[src/rtl/sip_pkg.sv]
package sip_pkg;
    localparam int unsigned PULSES = 6;

    typedef enum logic [2:0] {
        ST_IDLE  = 3'd0,
        ST_READY = 3'd1,
        ST_HIGH  = 3'd2,
        ST_LOW   = 3'd3,
        ST_DONE  = 3'd4
    } sip_state_e;
endpackage

[src/rtl/sip_sync2.sv]
module sip_sync2 #(
    parameter int unsigned W = 4
) (
    input  logic         clk,
    input  logic         rst_n,
    input  logic [W-1:0] async_i,
    output logic [W-1:0] sync_o
);
    for (genvar b = 0; b < W; b++) begin : g_bit
        logic meta_q;
        logic hold_q;
        always_ff @(posedge clk or negedge rst_n) begin
            if (!rst_n) begin
                meta_q <= 1'b0;
                hold_q <= 1'b0;
            end else begin
                meta_q <= async_i[b];
                hold_q <= meta_q;
            end
        end
        assign sync_o[b] = hold_q;
    end
endmodule

[src/rtl/sip_seq.sv]
module sip_seq
    import sip_pkg::*;
#(
    parameter int unsigned N_DEV   = 4,
    parameter int unsigned CNT_W   = 12,
    parameter int unsigned RETRY_W = 3
) (
    input  logic               clk,
    input  logic               rst_n,
    input  logic               start_i,
    input  logic [N_DEV-1:0]   ready_s_i,
    input  logic [N_DEV-1:0]   done_s_i,
    input  logic [CNT_W-1:0]   width_i,
    input  logic [CNT_W-1:0]   gap_i,
    input  logic [CNT_W-1:0]   ready_tmo_i,
    input  logic [CNT_W-1:0]   done_tmo_i,
    input  logic [RETRY_W-1:0] max_retry_i,
    output logic               pulse_o,
    output logic               busy_o,
    output logic               success_o,
    output logic               fail_o,
    output logic [RETRY_W-1:0] retry_cnt_o
);
    localparam int unsigned IDX_W = $clog2(PULSES);
    localparam logic [IDX_W-1:0] LAST_IDX = IDX_W'(PULSES - 1);
    localparam logic [CNT_W-1:0] ONE = CNT_W'(1);

    typedef struct packed {
        sip_state_e         state;
        logic [CNT_W-1:0]   tmr;
        logic [IDX_W-1:0]   idx;
        logic [RETRY_W-1:0] retries;
        logic [CNT_W-1:0]   width;
        logic [CNT_W-1:0]   gap;
        logic [CNT_W-1:0]   rdy_tmo;
        logic [CNT_W-1:0]   dn_tmo;
        logic [RETRY_W-1:0] max_retry;
        logic               succ;
        logic               fail;
    } seq_t;

    seq_t seq_d, seq_q;

    logic all_ready, all_done;
    assign all_ready = &ready_s_i;
    assign all_done  = &done_s_i;

    always_comb begin
        seq_d = seq_q;
        unique case (seq_q.state)
            ST_IDLE: begin
                if (start_i) begin
                    seq_d.width     = (width_i == '0) ? ONE : width_i;
                    seq_d.gap       = (gap_i == '0) ? ONE : gap_i;
                    seq_d.rdy_tmo   = ready_tmo_i;
                    seq_d.dn_tmo    = done_tmo_i;
                    seq_d.max_retry = max_retry_i;
                    seq_d.retries   = '0;
                    seq_d.succ      = 1'b0;
                    seq_d.fail      = 1'b0;
                    seq_d.tmr       = '0;
                    seq_d.state     = ST_READY;
                end
            end
            ST_READY: begin
                if (all_ready) begin
                    seq_d.tmr   = '0;
                    seq_d.idx   = '0;
                    seq_d.state = ST_HIGH;
                end else if (seq_q.tmr == seq_q.rdy_tmo) begin
                    seq_d.fail  = 1'b1;
                    seq_d.state = ST_IDLE;
                end else begin
                    seq_d.tmr = seq_q.tmr + ONE;
                end
            end
            ST_HIGH: begin
                if (seq_q.tmr == seq_q.width - ONE) begin
                    seq_d.tmr = '0;
                    if (seq_q.idx == LAST_IDX) begin
                        seq_d.state = ST_DONE;
                    end else begin
                        seq_d.idx   = seq_q.idx + IDX_W'(1);
                        seq_d.state = ST_LOW;
                    end
                end else begin
                    seq_d.tmr = seq_q.tmr + ONE;
                end
            end
            ST_LOW: begin
                if (seq_q.tmr == seq_q.gap - ONE) begin
                    seq_d.tmr   = '0;
                    seq_d.state = ST_HIGH;
                end else begin
                    seq_d.tmr = seq_q.tmr + ONE;
                end
            end
            ST_DONE: begin
                if (all_done) begin
                    seq_d.succ  = 1'b1;
                    seq_d.state = ST_IDLE;
                end else if (seq_q.tmr == seq_q.dn_tmo) begin
                    if (seq_q.retries == seq_q.max_retry) begin
                        seq_d.fail  = 1'b1;
                        seq_d.state = ST_IDLE;
                    end else begin
                        seq_d.retries = seq_q.retries + RETRY_W'(1);
                        seq_d.tmr     = '0;
                        seq_d.state   = ST_READY;
                    end
                end else begin
                    seq_d.tmr = seq_q.tmr + ONE;
                end
            end
            default: seq_d.state = ST_IDLE;
        endcase
    end

    always_ff @(posedge clk or negedge rst_n) begin
        if (!rst_n) begin
            seq_q <= '{state: ST_IDLE, default: '0};
        end else begin
            seq_q <= seq_d;
        end
    end

    assign pulse_o     = (seq_q.state == ST_HIGH);
    assign busy_o      = (seq_q.state != ST_IDLE);
    assign success_o   = seq_q.succ;
    assign fail_o      = seq_q.fail;
    assign retry_cnt_o = seq_q.retries;
endmodule

[src/rtl/sync_pulse_issuer.sv]
module sync_pulse_issuer #(
    parameter int unsigned N_DEV   = 4,
    parameter int unsigned CNT_W   = 12,
    parameter int unsigned RETRY_W = 3
) (
    input  logic               clk,
    input  logic               rst_n,
    input  logic               start_i,
    input  logic [N_DEV-1:0]   dev_ready_i,
    input  logic [N_DEV-1:0]   dev_done_i,
    input  logic [CNT_W-1:0]   width_i,
    input  logic [CNT_W-1:0]   gap_i,
    input  logic [CNT_W-1:0]   ready_tmo_i,
    input  logic [CNT_W-1:0]   done_tmo_i,
    input  logic [RETRY_W-1:0] max_retry_i,
    output logic               pulse_o,
    output logic               busy_o,
    output logic               success_o,
    output logic               fail_o,
    output logic [RETRY_W-1:0] retry_cnt_o
);
    logic [N_DEV-1:0] ready_s, done_s;

    sip_sync2 #(.W(N_DEV)) u_sync_ready (
        .clk    (clk),
        .rst_n  (rst_n),
        .async_i(dev_ready_i),
        .sync_o (ready_s)
    );

    sip_sync2 #(.W(N_DEV)) u_sync_done (
        .clk    (clk),
        .rst_n  (rst_n),
        .async_i(dev_done_i),
        .sync_o (done_s)
    );

    sip_seq #(.N_DEV(N_DEV), .CNT_W(CNT_W), .RETRY_W(RETRY_W)) u_seq (
        .clk        (clk),
        .rst_n      (rst_n),
        .start_i    (start_i),
        .ready_s_i  (ready_s),
        .done_s_i   (done_s),
        .width_i    (width_i),
        .gap_i      (gap_i),
        .ready_tmo_i(ready_tmo_i),
        .done_tmo_i (done_tmo_i),
        .max_retry_i(max_retry_i),
        .pulse_o    (pulse_o),
        .busy_o     (busy_o),
        .success_o  (success_o),
        .fail_o     (fail_o),
        .retry_cnt_o(retry_cnt_o)
    );
endmodule

[config.mk]
export PLATFORM = sky130hd
export DESIGN_NAME = sync_pulse_issuer
export DESIGN_NICKNAME = d
export VERILOG_FILES = /design/src/rtl/sip_pkg.sv /design/src/rtl/sip_sync2.sv /design/src/rtl/sip_seq.sv /design/src/rtl/sync_pulse_issuer.sv
export SDC_FILE = /design/constraint.sdc
export NUM_CORES = 1
export LEC_CHECK = 0
export BUFFER_PORTS_ARGS = -buffer_cell sky130_fd_sc_hd__clkbuf_2
export CORE_ASPECT_RATIO = 0.8
export CORE_MARGIN = 2
export CORE_UTILIZATION = 35
export DETAILED_ROUTE_END_ITERATION = 10
export PLACE_DENSITY = 0.59
export SYNTH_ARGS = -nofsm -noshare
export SYNTH_HDL_FRONTEND = slang
export SYNTH_SLANG_ARGS = --single-unit
[constraint.sdc]
create_clock -name clk -period 6.5 [get_ports clk]
set_clock_uncertainty 0.15 [all_clocks]
set_input_delay 0.65 -clock clk [delete_from_list [all_inputs] [get_ports clk]]
set_output_delay 0.65 -clock clk [all_outputs]
set_load 0.03 [all_outputs]
Yosys cells after proc, flatten, opt, wreduce, memory -nomap -nowiden
Cells that the tools add are included.
{"block": "totals", "reg_bits": 90, "input_bits": 62, "out_inout_bits": 7, "word_cells": 111}
{"block": "classes", "n_addsub": 5, "eq_ne": 26, "n_mux": 36, "n_reduce_logical": 17}
{"cell": "2-to-1 mux 12 bit", "count": 8}
{"cell": "case mux 12 bit (5 select lines)", "count": 1}
{"cell": "2-to-1 mux 56 bit", "count": 1}
{"cell": "== test 12 bit", "count": 4}
{"cell": "2-to-1 mux 3 bit", "count": 12}
{"cell": "2-to-1 mux 15 bit", "count": 2}
{"cell": "logical NOT 12 bit", "count": 2}
{"cell": "subtractor 12 x 1 -> 12 bit (second input constant)", "count": 2}
{"cell": "case mux 3 bit (5 select lines)", "count": 1}
{"cell": "AND reduction 5 bit", "count": 3}
{"cell": "!= test 2 x 1 -> 1 bit (second input constant)", "count": 7}
{"cell": "adder 12 x 1 -> 12 bit (second input constant)", "count": 1}
{"cell": "case mux 3 bit (2 select lines)", "count": 2}
{"cell": "AND reduction 4 bit", "count": 3}
{"cell": "!= test 2 bit (second input constant)", "count": 5}
{"cell": "2-to-1 mux 1 bit", "count": 7}
{"cell": "AND reduction 7 bit", "count": 1}
{"cell": "adder 3 x 1 -> 3 bit (second input constant)", "count": 2}
{"cell": "== test 3 x 2 -> 1 bit (second input constant)", "count": 2}
{"cell": "== test 3 bit (second input constant)", "count": 2}
{"cell": "!= test 3 x 1 -> 1 bit (second input constant)", "count": 2}
{"cell": "nonzero test 3 bit", "count": 2}
{"cell": "nonzero test 5 bit", "count": 1}
{"cell": "nonzero test 2 bit", "count": 2}
{"cell": "other kinds (9)", "count": 9}

Longest topological paths before layout
{"block": "logic_depth", "ltp_word": 5, "ltp_mapped": 10, "depth_no_buf": 9}

Cells and area by module
Synthesis repeated with hierarchy kept, for this count alone.
{"block": "hier_totals", "cells_unflattened": 477, "area_unflattened_um2": 5023.6}
{"mod": "sip_seq", "n_inst": 1, "cells_each": 453, "area_per_inst_um2": 4563.1, "seq_area_each_um2": 1851.8}
{"mod": "sip_sync2", "n_inst": 2, "cells_each": 12, "area_per_inst_um2": 230.2, "seq_area_each_um2": 200.2}

Worst setup path before layout
No wires, ideal clock.
{"block": "synth_path", "path_type": "register -> register", "startpoint": "register u_seq.seq_q[41] in the netlist's numbering", "endpoint": "register u_seq.seq_q[71] in the netlist's numbering", "setup_time_ns": 0.125, "arrival_ns": 2.645, "t_required_ns": 6.225, "setup_slack_ns": 3.579, "path_stages_with_launch": 10, "n_path_buf": 0, "synth_period_minus_slack_ns": 2.921, "path_cell_list": "dfrtp_1 -> inv_1 -> ha_1 -> nor2b_1 -> or3_1 -> a31o_1 -> nor4_4 -> a31oi_4 -> or3_4 -> mux2_4"}
{"block": "synth_via", "elab_chain_cells": 4}
{"item": "start, declared", "line": "sip_seq.sv:42", "source": "seq_t seq_d, seq_q;"}
{"item": "start signal, assigned", "line": "sip_seq.sv:123", "source": "seq_q <= seq_d;"}
{"item": "subtractor 12 x 1 -> 12 bit", "line": "sip_seq.sv:78", "source": "if (seq_q.tmr == seq_q.width - ONE) begin"}
{"item": "== test 12 bit", "line": "sip_seq.sv:78"}
{"item": "!= test 2 x 1 -> 1 bit (no line)"}
{"item": "AND reduction 5 bit (no line)"}
No other way between the ends.
A chain may end at the register's enable or synchronous reset.

Worst setup path in the final report
{"block": "layout_path", "startpoint": "register u_seq.seq_q[41] in the netlist's numbering", "endpoint": "register u_seq.seq_q[69] in the netlist's numbering"}
{"block": "layout_via", "elab_chain_cells": 4}
{"item": "subtractor 12 x 1 -> 12 bit", "line": "sip_seq.sv:78"}
{"item": "== test 12 bit", "line": "sip_seq.sv:78"}
{"item": "2-to-1 mux 12 bit", "line": "sip_seq.sv:78"}
{"item": "case mux 12 bit (5 select lines)", "line": "sip_seq.sv:50", "source": "unique case (seq_q.state)"}
No other way between the ends.

==> flow_metrics.env <==
export IMPL_synth_edf_count=0
export IMPL_n_fill_cell=1312
export IMPL_io_pins=69
export IMPL_tightest_slew_ns=0.779
export IMPL_top_layer="met4"
export IMPL_crit_path_cell_trace="inv_1 -> ha_1 -> nor2b_1 -> or3_1 -> a31o_1 -> nor4_4 -> a31oi_4 -> nor4_4 -> o22ai_1"
export IMPL_clock_fmax_mhz=304
export IMPL_cp_max_fo=10
export IMPL_hp_class="primary input to async pin"
export IMPL_wl_met2_um=5160
export IMPL_grt_ovfl_total=0
export IMPL_cts_htree_levels=3
export IMPL_avgViaCountPerCell=5.29
export IMPL_rr_worst_depth=9
export IMPL_antenna_found_initial=0
export IMPL_crit_top_cell="nor4_4"
export IMPL_dp_cells=687
export IMPL_drt_wl_total_um=12000
export IMPL_cts_tree="done"
export IMPL_ctsResizeCount=0
export IMPL_end_kind="register"
export IMPL_yosysSeqAreaShare=0.454
export IMPL_wl_per_cell_um=17.1
export IMPL_synth_distinct_cells=68
export IMPL_die_w_um=137
export IMPL_syn_area_um2=4960
export IMPL_power_mw=2.58
export IMPL_vias=3716
export IMPL_wl_met1_um=5920
export IMPL_cp_start_kind="register"
export IMPL_placementRows=38
export IMPL_grt_max_degree=47
export IMPL_route_detailed_drc=0
export IMPL_path_delay_family="simple AND/OR/NAND/NOR gates"
export IMPL_clk_pin_slew_worst_paths_ns=0.07
export IMPL_finalInstanceArea_um2=5710
export IMPL_die_y_um=110
export IMPL_grt_pass1_wl_um=19700
export IMPL_syn_num_nets=535
export IMPL_drt_initial_drc_count=219
export IMPL_drive_gt1_frac=0.285
export IMPL_synth_area_leader_cell="dfrtp_1"
export IMPL_yosysWarnings=0
export IMPL_synthArstFlopShare=1.00
export IMPL_slew_headroom=0.480
export IMPL_clk_insertion_delay_late_ns=0.35
export IMPL_cp_slowest_cell="nor4_4"
export IMPL_finalSetupViolations=0
export IMPL_placed_cell_area_um2=5400
export IMPL_fin_crit_sh=0.507
export IMPL_syn_to_final_growth_pct=15.1
export IMPL_cpPeakStageDelay_ns=0.64
export IMPL_fp_coreArea_um2=13700
export IMPL_cts_root_buf="clkbuf_16"
export IMPL_cts_hold_buf=0
export IMPL_max_vdd_ir_drop_uv=267
export IMPL_outcome="finished, final reports clean"
export IMPL_numPortBuffers=68
export IMPL_cp_required_ns=6.54
export IMPL_cts_setup_buffers=0
export IMPL_powerDensity_nw_per_um2=452
export IMPL_hpwl_um=8760
export IMPL_synth_top_area_frac=0.454
export IMPL_reg2reg_slack_ns=3.21
export IMPL_synth_avg_cell_area_um2=10.6
export IMPL_cp_arrival_ns=3.34
export IMPL_die_area_um2=15100
export IMPL_synthTopCellsByArea="dfrtp_1, mux2_2, xor2_1"
export IMPL_min_period_ns=3.29
export IMPL_dr_pass1_iters=4
export IMPL_drtAntennaViolNets=0
export IMPL_report_final_slew_viol_count=0
export IMPL_p_leak_nw=2.44
export IMPL_r2r_start="u_seq.seq_q[41]"
export IMPL_setup_tns_ns=0
export IMPL_clkSinkCount=90
export IMPL_first_global_vias=3596
export IMPL_wl_met3_um=822
export IMPL_grt_usage=0.169
export IMPL_rsz0062_at_grt="no"
export IMPL_ys_flop_type="dfrtp_1"
export IMPL_fin_nets=586
export IMPL_cap_violations=0
export IMPL_clockBufferDepth=2
export IMPL_cts_buffers=9
export IMPL_worst_r2r_endpoint="u_seq.seq_q[69]"
export IMPL_initial_core_util=0.362
export IMPL_n_antenna_cell=0
export IMPL_cp_num_buf_inv=1
export IMPL_hold_viol=0
export IMPL_ys_seq_elements=90
export IMPL_finalWeightedCongestion=0.921
export IMPL_stdcell_count=702
export IMPL_timing_hold_ws_ns=0.151
export IMPL_worstSetupPathType="register to register"
export IMPL_netlist_instances=467
stage by stage:
stage                     worst slack [ns]   util
after global placement                3.30  0.395
after global routing                  3.00  0.417
after detailed placement              3.20  0.395
final                                 3.21  0.417
after CTS                             3.18  0.416
after floorplan                       3.58      -
synthesized netlist by cell type, types with 6 or more instances:
| master | count |
|---|---|
| dfrtp_1 | 90 |
| mux2_2 | 42 |
| xor2_1 | 37 |
| nand2_1 | 25 |
| clkbuf_1 | 21 |
| inv_1 | 20 |
| a21oi_1 | 19 |
| nor2_1 | 18 |
| o21ai_0 | 18 |
| xnor2_1 | 16 |
| nand3_1 | 13 |
| nor4_1 | 12 |
| o31ai_1 | 10 |
| nor3_1 | 8 |
| a31oi_1 | 7 |
| nand4_1 | 7 |
| nor2b_1 | 7 |
| ha_1 | 6 |
| o22ai_1 | 6 |
| or4_1 | 6 |
worst reg2reg max path: cells and delay by family, from the launching register on:
kind | cells | cell delay [ns]
flops | 1 | 0.48
compound gates | 3 | 0.60
buf+inv | 1 | 0.08
simple gates | 4 | 1.58
fa+ha+maj | 1 | 0.25
registers in the layout (all words and copies together), names as in the netlist:
name,count
u_seq.fail_o,1
u_seq.retry_cnt_o,3
u_seq.seq_q,69
u_seq.success_o,1
u_sync_done.g_bit.hold_q,4
u_sync_done.g_bit.meta_q,4
u_sync_ready.g_bit.hold_q,4
u_sync_ready.g_bit.meta_q,4
metal layers:
layer  vias to the layer above  GRT usage
met2                       101      0.238
met3                         7     0.0519
met5                         -          0
met4                         0     0.0309
li1                       1788          -
met1                      1820      0.256
layout by cell type (no fill, tap or decap), types with 6 or more instances in the layout:
cell type and n:
nor2_1 18, or4_1 6, o21ai_0 17, mux2_2 42, nand4_1 7, a21oi_1 19, dfrtp_1 90, nand3_1 13
a31oi_1 7, clkbuf_2 67, xor2_1 37, clkbuf_16 9, o31ai_1 10, inv_1 20, ha_1 6, nor4_1 12
nor2b_1 7, o22ai_1 6, nand2_1 25, xnor2_1 16, nor3_1 8
logic make-up after synthesis:
group           after synthesis  synth area share
simple gates                135             0.171
compound gates               86             0.118
fa+ha+maj                     6            0.0151
xor+xnor                     53            0.0937
flops                        90             0.454
mux                          46             0.105
buf+inv                      51            0.0434
worst max path at each step:
stage | from | to | slack, ns | depth (start not counted)
after global placement | u_seq.seq_q[61] | u_seq.seq_q[69] | 3.30 | 7
after detailed placement | u_seq.seq_q[61] | u_seq.seq_q[69] | 3.20 | 7
after floorplan | u_seq.seq_q[41] | u_seq.seq_q[71] | 3.58 | 9
after global routing | u_seq.seq_q[29] | u_seq.seq_q[69] | 3.00 | 9
final | u_seq.seq_q[41] | u_seq.seq_q[69] | 3.21 | 9
after CTS | u_seq.seq_q[61] | u_seq.seq_q[69] | 3.18 | 7
power breakdown:
part           internal, mW  switching (mW)  leakage (nW)
Combinational         0.480           0.514          1.20
Sequential            0.763           0.284          1.10
Clock                 0.302           0.234         0.147
area by class of cell:
| class | instances | area (um2) | area share |
|---|---|---|---|
| flip-flops and latches | 90 | 2250 | 0.395 |
| inverters | 21 | 78.8 | 0.0138 |
| multi-input cells | 326 | 2490 | 0.437 |
| clock buffers | 9 | 225 | 0.0395 |
| repair buffers | 70 | 358 | 0.0627 |
| clock inverters | 6 | 73.8 | 0.0129 |
| well taps | 180 | 225 | 0.0395 |
Note: power is estimated with default switching activity, not from simulation.
